File: src/rtl/sclgen_pkg.sv
// Shared types for the SCL phase-split generator.
package sclgen_pkg;
    // Phase of the generated clock; IDLE means SCL released and not counting.
    typedef enum logic [1:0] {
        PH_IDLE = 2'd0,
        PH_LOW  = 2'd1,
        PH_HIGH = 2'd2
    } phase_t;
endpackage

File: src/rtl/sclgen_sync.sv
// sclgen_sync: flop chain that brings the asynchronous SCL line into the clk domain.
// Assumes the line idles high, so the chain resets to 1.
module sclgen_sync #(
    parameter int STAGES = 2
) (
    input  logic clk,
    input  logic rst_n,
    input  logic d,
    output logic q
);
    logic [STAGES-1:0] sr;

    generate
        if (STAGES == 1) begin : g_one
            // Single capture flop.
            always_ff @(posedge clk) begin
                if (!rst_n) sr <= '1;
                else        sr <= d;
            end
        end else begin : g_chain
            // Shift the line level through the chain.
            always_ff @(posedge clk) begin
                if (!rst_n) sr <= '1;
                else        sr <= {sr[STAGES-2:0], d};
            end
        end
    endgenerate

    assign q = sr[STAGES-1];
endmodule

File: src/rtl/sclgen_timer.sv
// sclgen_timer: phase state, phase counter and the registered SCL level.
// The divider fields are captured when a low phase starts. In the high phase the
// counter waits for the synchronized line once the synchronizer latency has passed.
// Assumes the low/high phase minimum (2**SCALE_LOG2) exceeds SYNC_STAGES.
module sclgen_timer
    import sclgen_pkg::*;
#(
    parameter int DIV_W       = 8,
    parameter int SCALE_LOG2  = 3,
    parameter int SYNC_STAGES = 2,
    localparam int CNT_W      = DIV_W + SCALE_LOG2
) (
    input  logic             clk,
    input  logic             rst_n,
    input  logic             en,
    input  logic             run,
    input  logic [DIV_W-1:0] div_lo,
    input  logic [DIV_W-1:0] div_hi,
    input  logic             line_hi,
    output phase_t           phase,
    output logic [CNT_W-1:0] cnt,
    output logic [DIV_W-1:0] lo_q,
    output logic [DIV_W-1:0] hi_q,
    output logic             scl_out,
    output logic             adv
);
    logic [CNT_W-1:0] last_lo;
    logic [CNT_W-1:0] last_hi;
    logic             stall;

    // Final count of each phase: 8*(d+1)-1 is d followed by SCALE_LOG2 ones.
    assign last_lo = {lo_q, {SCALE_LOG2{1'b1}}};
    assign last_hi = {hi_q, {SCALE_LOG2{1'b1}}};

    // A slave is stretching when the line still reads low after the latency window.
    assign stall = (phase == PH_HIGH) && !line_hi && (cnt >= CNT_W'(SYNC_STAGES));
    assign adv   = en && run && !stall;

    // Phase sequencing, counting and field capture.
    always_ff @(posedge clk) begin
        if (!rst_n || !en) begin
            phase   <= PH_IDLE;
            cnt     <= '0;
            lo_q    <= '0;
            hi_q    <= '0;
            scl_out <= 1'b1;
        end else if (adv) begin
            unique case (phase)
                PH_IDLE: begin
                    phase   <= PH_LOW;
                    cnt     <= '0;
                    lo_q    <= div_lo;
                    hi_q    <= div_hi;
                    scl_out <= 1'b0;
                end
                PH_LOW: begin
                    if (cnt == last_lo) begin
                        phase   <= PH_HIGH;
                        cnt     <= '0;
                        scl_out <= 1'b1;
                    end else begin
                        cnt <= cnt + 1'b1;
                    end
                end
                PH_HIGH: begin
                    if (cnt == last_hi) begin
                        phase   <= PH_LOW;
                        cnt     <= '0;
                        lo_q    <= div_lo;
                        hi_q    <= div_hi;
                        scl_out <= 1'b0;
                    end else begin
                        cnt <= cnt + 1'b1;
                    end
                end
                default: begin
                    phase   <= PH_IDLE;
                    cnt     <= '0;
                    scl_out <= 1'b1;
                end
            endcase
        end
    end
endmodule

File: src/rtl/sclgen_strobe.sv
// sclgen_strobe: decodes the edge and midpoint strobes from phase and count.
// A strobe fires only in a cycle where the counter advances, so a held count
// never repeats it.
module sclgen_strobe
    import sclgen_pkg::*;
#(
    parameter int DIV_W      = 8,
    parameter int SCALE_LOG2 = 3,
    localparam int CNT_W     = DIV_W + SCALE_LOG2
) (
    input  phase_t           phase,
    input  logic [CNT_W-1:0] cnt,
    input  logic [DIV_W-1:0] lo_q,
    input  logic [DIV_W-1:0] hi_q,
    input  logic             adv,
    output logic             fall_stb,
    output logic             rise_stb,
    output logic             mid_lo_stb,
    output logic             mid_hi_stb
);
    logic [CNT_W-1:0] mid_lo;
    logic [CNT_W-1:0] mid_hi;

    // Midpoint is half the phase: (d+1) * 2**(SCALE_LOG2-1).
    assign mid_lo = (CNT_W'(lo_q) + CNT_W'(1)) << (SCALE_LOG2 - 1);
    assign mid_hi = (CNT_W'(hi_q) + CNT_W'(1)) << (SCALE_LOG2 - 1);

    // Strobe decode, gated by counter advance.
    always_comb begin
        fall_stb   = adv && (phase == PH_LOW)  && (cnt == '0);
        rise_stb   = adv && (phase == PH_HIGH) && (cnt == '0);
        mid_lo_stb = adv && (phase == PH_LOW)  && (cnt == mid_lo);
        mid_hi_stb = adv && (phase == PH_HIGH) && (cnt == mid_hi);
    end
endmodule

File: src/rtl/i2c_scl_phase_gen.sv
// i2c_scl_phase_gen: SCL generator with separate low/high divider fields
// (phase = 2**SCALE_LOG2 * (field+1) cycles), stretch wait and bit-engine strobes.
// Assumes scl_in is the open-drain line level, which is asynchronous to clk.
module i2c_scl_phase_gen
    import sclgen_pkg::*;
#(
    parameter int DIV_W       = 8,
    parameter int SCALE_LOG2  = 3,
    parameter int SYNC_STAGES = 2
) (
    input  logic             clk,
    input  logic             rst_n,
    input  logic             en,
    input  logic             run,
    input  logic [DIV_W-1:0] div_lo,
    input  logic [DIV_W-1:0] div_hi,
    input  logic             scl_in,
    output logic             scl_out,
    output logic             fall_stb,
    output logic             rise_stb,
    output logic             mid_lo_stb,
    output logic             mid_hi_stb
);
    localparam int CNT_W = DIV_W + SCALE_LOG2;

    logic             line_hi;
    phase_t           phase;
    logic [CNT_W-1:0] cnt;
    logic [DIV_W-1:0] lo_q;
    logic [DIV_W-1:0] hi_q;
    logic             adv;

    sclgen_sync #(.STAGES(SYNC_STAGES)) u_sync (
        .clk   (clk),
        .rst_n (rst_n),
        .d     (scl_in),
        .q     (line_hi)
    );

    sclgen_timer #(
        .DIV_W       (DIV_W),
        .SCALE_LOG2  (SCALE_LOG2),
        .SYNC_STAGES (SYNC_STAGES)
    ) u_timer (
        .clk     (clk),
        .rst_n   (rst_n),
        .en      (en),
        .run     (run),
        .div_lo  (div_lo),
        .div_hi  (div_hi),
        .line_hi (line_hi),
        .phase   (phase),
        .cnt     (cnt),
        .lo_q    (lo_q),
        .hi_q    (hi_q),
        .scl_out (scl_out),
        .adv     (adv)
    );

    sclgen_strobe #(
        .DIV_W      (DIV_W),
        .SCALE_LOG2 (SCALE_LOG2)
    ) u_strobe (
        .phase      (phase),
        .cnt        (cnt),
        .lo_q       (lo_q),
        .hi_q       (hi_q),
        .adv        (adv),
        .fall_stb   (fall_stb),
        .rise_stb   (rise_stb),
        .mid_lo_stb (mid_lo_stb),
        .mid_hi_stb (mid_hi_stb)
    );
endmodule

File: config.mk
export PLATFORM = sky130hd
export DESIGN_NAME = i2c_scl_phase_gen
export DESIGN_NICKNAME = d
export VERILOG_FILES = /design/src/rtl/sclgen_pkg.sv /design/src/rtl/sclgen_sync.sv /design/src/rtl/sclgen_timer.sv /design/src/rtl/sclgen_strobe.sv /design/src/rtl/i2c_scl_phase_gen.sv
export SDC_FILE = /design/constraint.sdc
export NUM_CORES = 1
export LEC_CHECK = 0
export CORE_MARGIN = 5
export CORE_UTILIZATION = 55
export DETAILED_ROUTE_END_ITERATION = 10
export DONT_BUFFER_PORTS = 1
export GPL_TIMING_DRIVEN = 0
export MAX_ROUTING_LAYER = met4
export PLACE_DENSITY = 0.7
export SYNTH_ARGS = -nofsm -noshare
export SYNTH_HDL_FRONTEND = slang
export SYNTH_SLANG_ARGS = --single-unit
File: constraint.sdc
create_clock -name clk -period 2.65 [get_ports clk]
set_input_delay 0.265 -clock clk [delete_from_list [all_inputs] [get_ports clk]]
set_output_delay 0.265 -clock clk [all_outputs]
set_load 0.01 [all_outputs]
==> impl_metrics.csv <==
group,metric,value,unit
clock_network,insertion_delay,0.29,ns
drt,first_iter_violations,150,
sta,timing_max_transition_violations_final,0,
worst_setup_path,crit_fanout,10,
drt,dr_total_vias,2076,
layout,layout.cell_area.non_filler,2570,µm²
clock_network,cts_inserted_buffers,5,
synth,synth-edff-count,0,
layout,total_nets_final,325,
global_routing,grt_first_pass_wirelength,9550,µm
pwr,power.static_leakage,0.947,nW
job,maxCapViolations,0,
worst_setup_path,timing.critical_path.arrival,2.21,ns
worst_setup_path,crit_path_end_kind,"primary output",
pwr,vdd_drop_max,0.317,mV
clock_network,tritoncts_num_sinks,32,
drt,post-route-drc-count,0,
floorplan,core.rowCount,23,
floorplan,placeableCoreArea,4090,µm²
clock_network,cts.htree.levels,2,
drt,first_pass_iteration_count_of_the_detailed_router,4,
synth,mappedNetlistArea,2370,µm²
clock_network,cts.clk_slew.worst_paths,0.07,ns
floorplan,die-height,75.7,µm
sta,report.final.setup_viol,0,
global_routing,first_global_vias,1941,
sta,finalHoldViolCount,0,
pwr,finalPower,0.00111,W
clock_network,cts_tree,"done",
drt,detail_route.wl_per_cell,16.2,µm
synth,synth_ff_type,"sky130_fd_sc_hd__dfxtp_1",
global_routing,grt_util_all_layers,22.7,%
placed_design,postPlaceCellArea,2440,µm²
sta,worst_pin_slew,0.555,ns
placed_design,buffer_ports.inserted,0,
sta,final_min_period_over_clock_period,93.3,%
synth,ys_seq_elements,32,
sta,fin_tns_setup,0,ns
synth,netlist_instances,288,
layout,diodes_inserted,0,
floorplan,initial_util,58.1,%
synth,synth-warning-count,0,
layout,fraction_of_layout_cells_with_a_size_suffix_above_1,11.5,%
sta,setup_ws,0.177,ns
sta,worst_slew_margin_rel,62.5,%
placed_design,detailedPlacementHpwl,4170,µm
worst_setup_path,critical_path.slowest_cell,"sky130_fd_sc_hd__dfxtp_1",
placed_design,gpl.final_weighted_congestion,0.887,
floorplan,fp.dieArea,5730,µm²
sta,rsz_0062_raised_after_global_routing,"no",
worst_setup_path,cp.required,2.38,ns
global_routing,grt_start_max_net_pins,11,
clock_network,cts-root-to-sink-buffers,2,
synth,syn-num-nets,318,
synth,post_synth.cell_area_avg,8.24,µm²
pwr,power.density_cell_area,432,nW/µm²
layout,finish.utilization,63.0,%
clock_network,hold_buffers,0,
drt,detail_route.wirelength,5610,µm
global_routing,globalRouteOverflowTotal,0,
drt,detail-route-antenna-nets,0,
sta,post-route-min-period,2.47,ns
floorplan,die_w,75.7,µm
synth,ys_async_sr_fraction,0,%
worst_setup_path,critical_path_start_end_classification,"reg -> out",
global_routing,grt_antenna_before_repair,0,
worst_setup_path,critical-path-max-stage-delay,0.42,ns
min_path,holdCritPathClass,"in -> reg",
worst_setup_path,startpoint_type,"flop",
clock_network,ctsRootBufferMaster,"sky130_fd_sc_hd__clkbuf_8",
placed_design,post_place_worst_slack,0.0176,ns
sta,max_clock_freq,0.404,GHz
run_status,run_status,"finished clean",
worst_setup_path,crit_path_cell_trace,"inv_1 > ha_1 > and4bb_2 > nand4_4 > nand2_4 > nand3_1 > a211oi_2",
drt,avgViaCountPerCell,6.00,
layout,flow.area_growth_from_synthesis,8.38,%
synth,post_synth_num_cell_types,49,
synth,synth_sequential_area_ratio,27.0,%
floorplan,num_io_pins,26,
sta,clock-skew-final,0.00870,ns
## report_power, final
group          switching, W  internal (W)
logic             0.0000869     0.0000530
clock network      0.000188      0.000279
registers         0.0000110      0.000493
total              0.000286      0.000825
## state kept, by name, indices dropped and copies added, names as in the netlist
signal	flops
u_timer.lo_q	8
u_timer.cnt	11
u_sync.sr	2
u_timer.scl_out	1
u_timer.phase	2
u_timer.hi_q	8
## worst paths after layout
| path | slack, ns | end | depth (start not counted) | from |
|---|---|---|---|---|
| worst min-delay path | 0.05 | u_sync.sr[1]$_SDFF_PN1_ | 1 | rst_n |
| worst max-delay path | 0.18 | mid_lo_stb | 7 | u_timer.cnt[0]$_SDFFE_PP0P_ |
| worst min register to register | 0.41 | u_sync.sr[1]$_SDFF_PN1_ | 1 | u_sync.sr[0]$_SDFF_PN1_ |
| worst max register to register | 0.33 | u_timer.phase[0]$_SDFFE_PP0P_ | 8 | u_timer.cnt[0]$_SDFFE_PP0P_ |
## cells in the mapped netlist (all sizes together), types with 3 or more instances
library cell,instances,area [µm²]
nand2,19,71.3
nor4,4,46.3
mux2i,5,50.1
nand3,29,145
nand2b,3,18.8
ha,9,113
xnor2,21,184
a31oi,4,25.0
nor2b,3,18.8
buf,13,83.8
o311ai,3,26.3
a21boi,16,120
and2,4,27.5
a21oi,3,15.0
o2111ai,3,26.3
nand4,5,46.3
nor2,5,18.8
clkbuf,12,46.3
inv,11,41.3
xor2,17,149
and3,3,18.8
a211oi,6,45.0
dfxtp,32,641
nor3,13,81.3
o21ai,25,125
o211ai,4,30.0
## cell usage in the layout, fill, tap and decap left out, types with 3 or more instances in the layout
cell	instances
sky130_fd_sc_hd__xor2_1	17
sky130_fd_sc_hd__clkbuf_1	11
sky130_fd_sc_hd__a21boi_0	16
sky130_fd_sc_hd__mux2i_1	5
sky130_fd_sc_hd__clkbuf_8	5
sky130_fd_sc_hd__and2_1	3
sky130_fd_sc_hd__a211oi_1	5
sky130_fd_sc_hd__nor2b_1	3
sky130_fd_sc_hd__dfxtp_1	32
sky130_fd_sc_hd__and3_1	3
sky130_fd_sc_hd__o21ai_0	24
sky130_fd_sc_hd__nor3_1	11
sky130_fd_sc_hd__nor2_1	5
sky130_fd_sc_hd__inv_1	11
sky130_fd_sc_hd__o311ai_0	3
sky130_fd_sc_hd__o211ai_1	4
sky130_fd_sc_hd__nand2_1	18
sky130_fd_sc_hd__a31oi_1	4
sky130_fd_sc_hd__nand2b_1	3
sky130_fd_sc_hd__buf_6	3
sky130_fd_sc_hd__o2111ai_1	3
sky130_fd_sc_hd__ha_1	9
sky130_fd_sc_hd__buf_2	10
sky130_fd_sc_hd__a21oi_1	3
sky130_fd_sc_hd__nand4_1	4
sky130_fd_sc_hd__xnor2_1	21
sky130_fd_sc_hd__nand3_1	29
## critical path, delay by kind of cell (launching register included)
kind / cells / cell delay (ns)
compound gates: 1 / 0.28
simple gates: 4 / 0.92
flops: 1 / 0.42
buf+inv: 1 / 0.10
fa+ha+maj: 1 / 0.20
## repair_timing
item | in CTS | in global routing
setup endpoints to repair | 4 | 4
pin swaps | 1 | 2
endpoints found under the hold margin | 0 | 0
buffers inserted | 0 | 0
resized for setup | 5 | 2
## layer usage
layer / vias up / part of all wire (%) / GRT usage [%]
met5: - / 0 / -
met4: 0 / 2.2 / 8.74
met3: 12 / 6.2 / 4.35
met2: 72 / 46 / 33.7
met1: 941 / 46 / 30.4
li1: 1051 / - / -
## per-stage QoR
step                      hold WS, ns  instances
after floorplan                 0.338        288
after global placement          0.342        338
after detailed placement        0.347        338
after CTS                      0.0464        346
after global routing           0.0534        346
final                          0.0513        346
## area by class of cell
class	instances	area (µm²)
sequential	32	641
buffer	25	131
tap	50	62.6
multi-input combinational	220	1590
fill	376	1510
clock inverter	2	35.0
clock buffer	6	72.6
inverter	11	41.3
## kinds of logic after synthesis
logic type               Yosys count  synth area share, %
AO/OA/AOI/OAI                     72                 20.7
XOR/XNOR                          38                 14.0
adder cells (fa/ha/maj)            9                 4.74
buffers and inverters             36                 7.22
flip-flops                        32                 27.0
multiplexers                       6                 3.06
AND/OR/NAND/NOR                   95                 23.2
No activity file was read; power rests on OpenSTA's default activity.
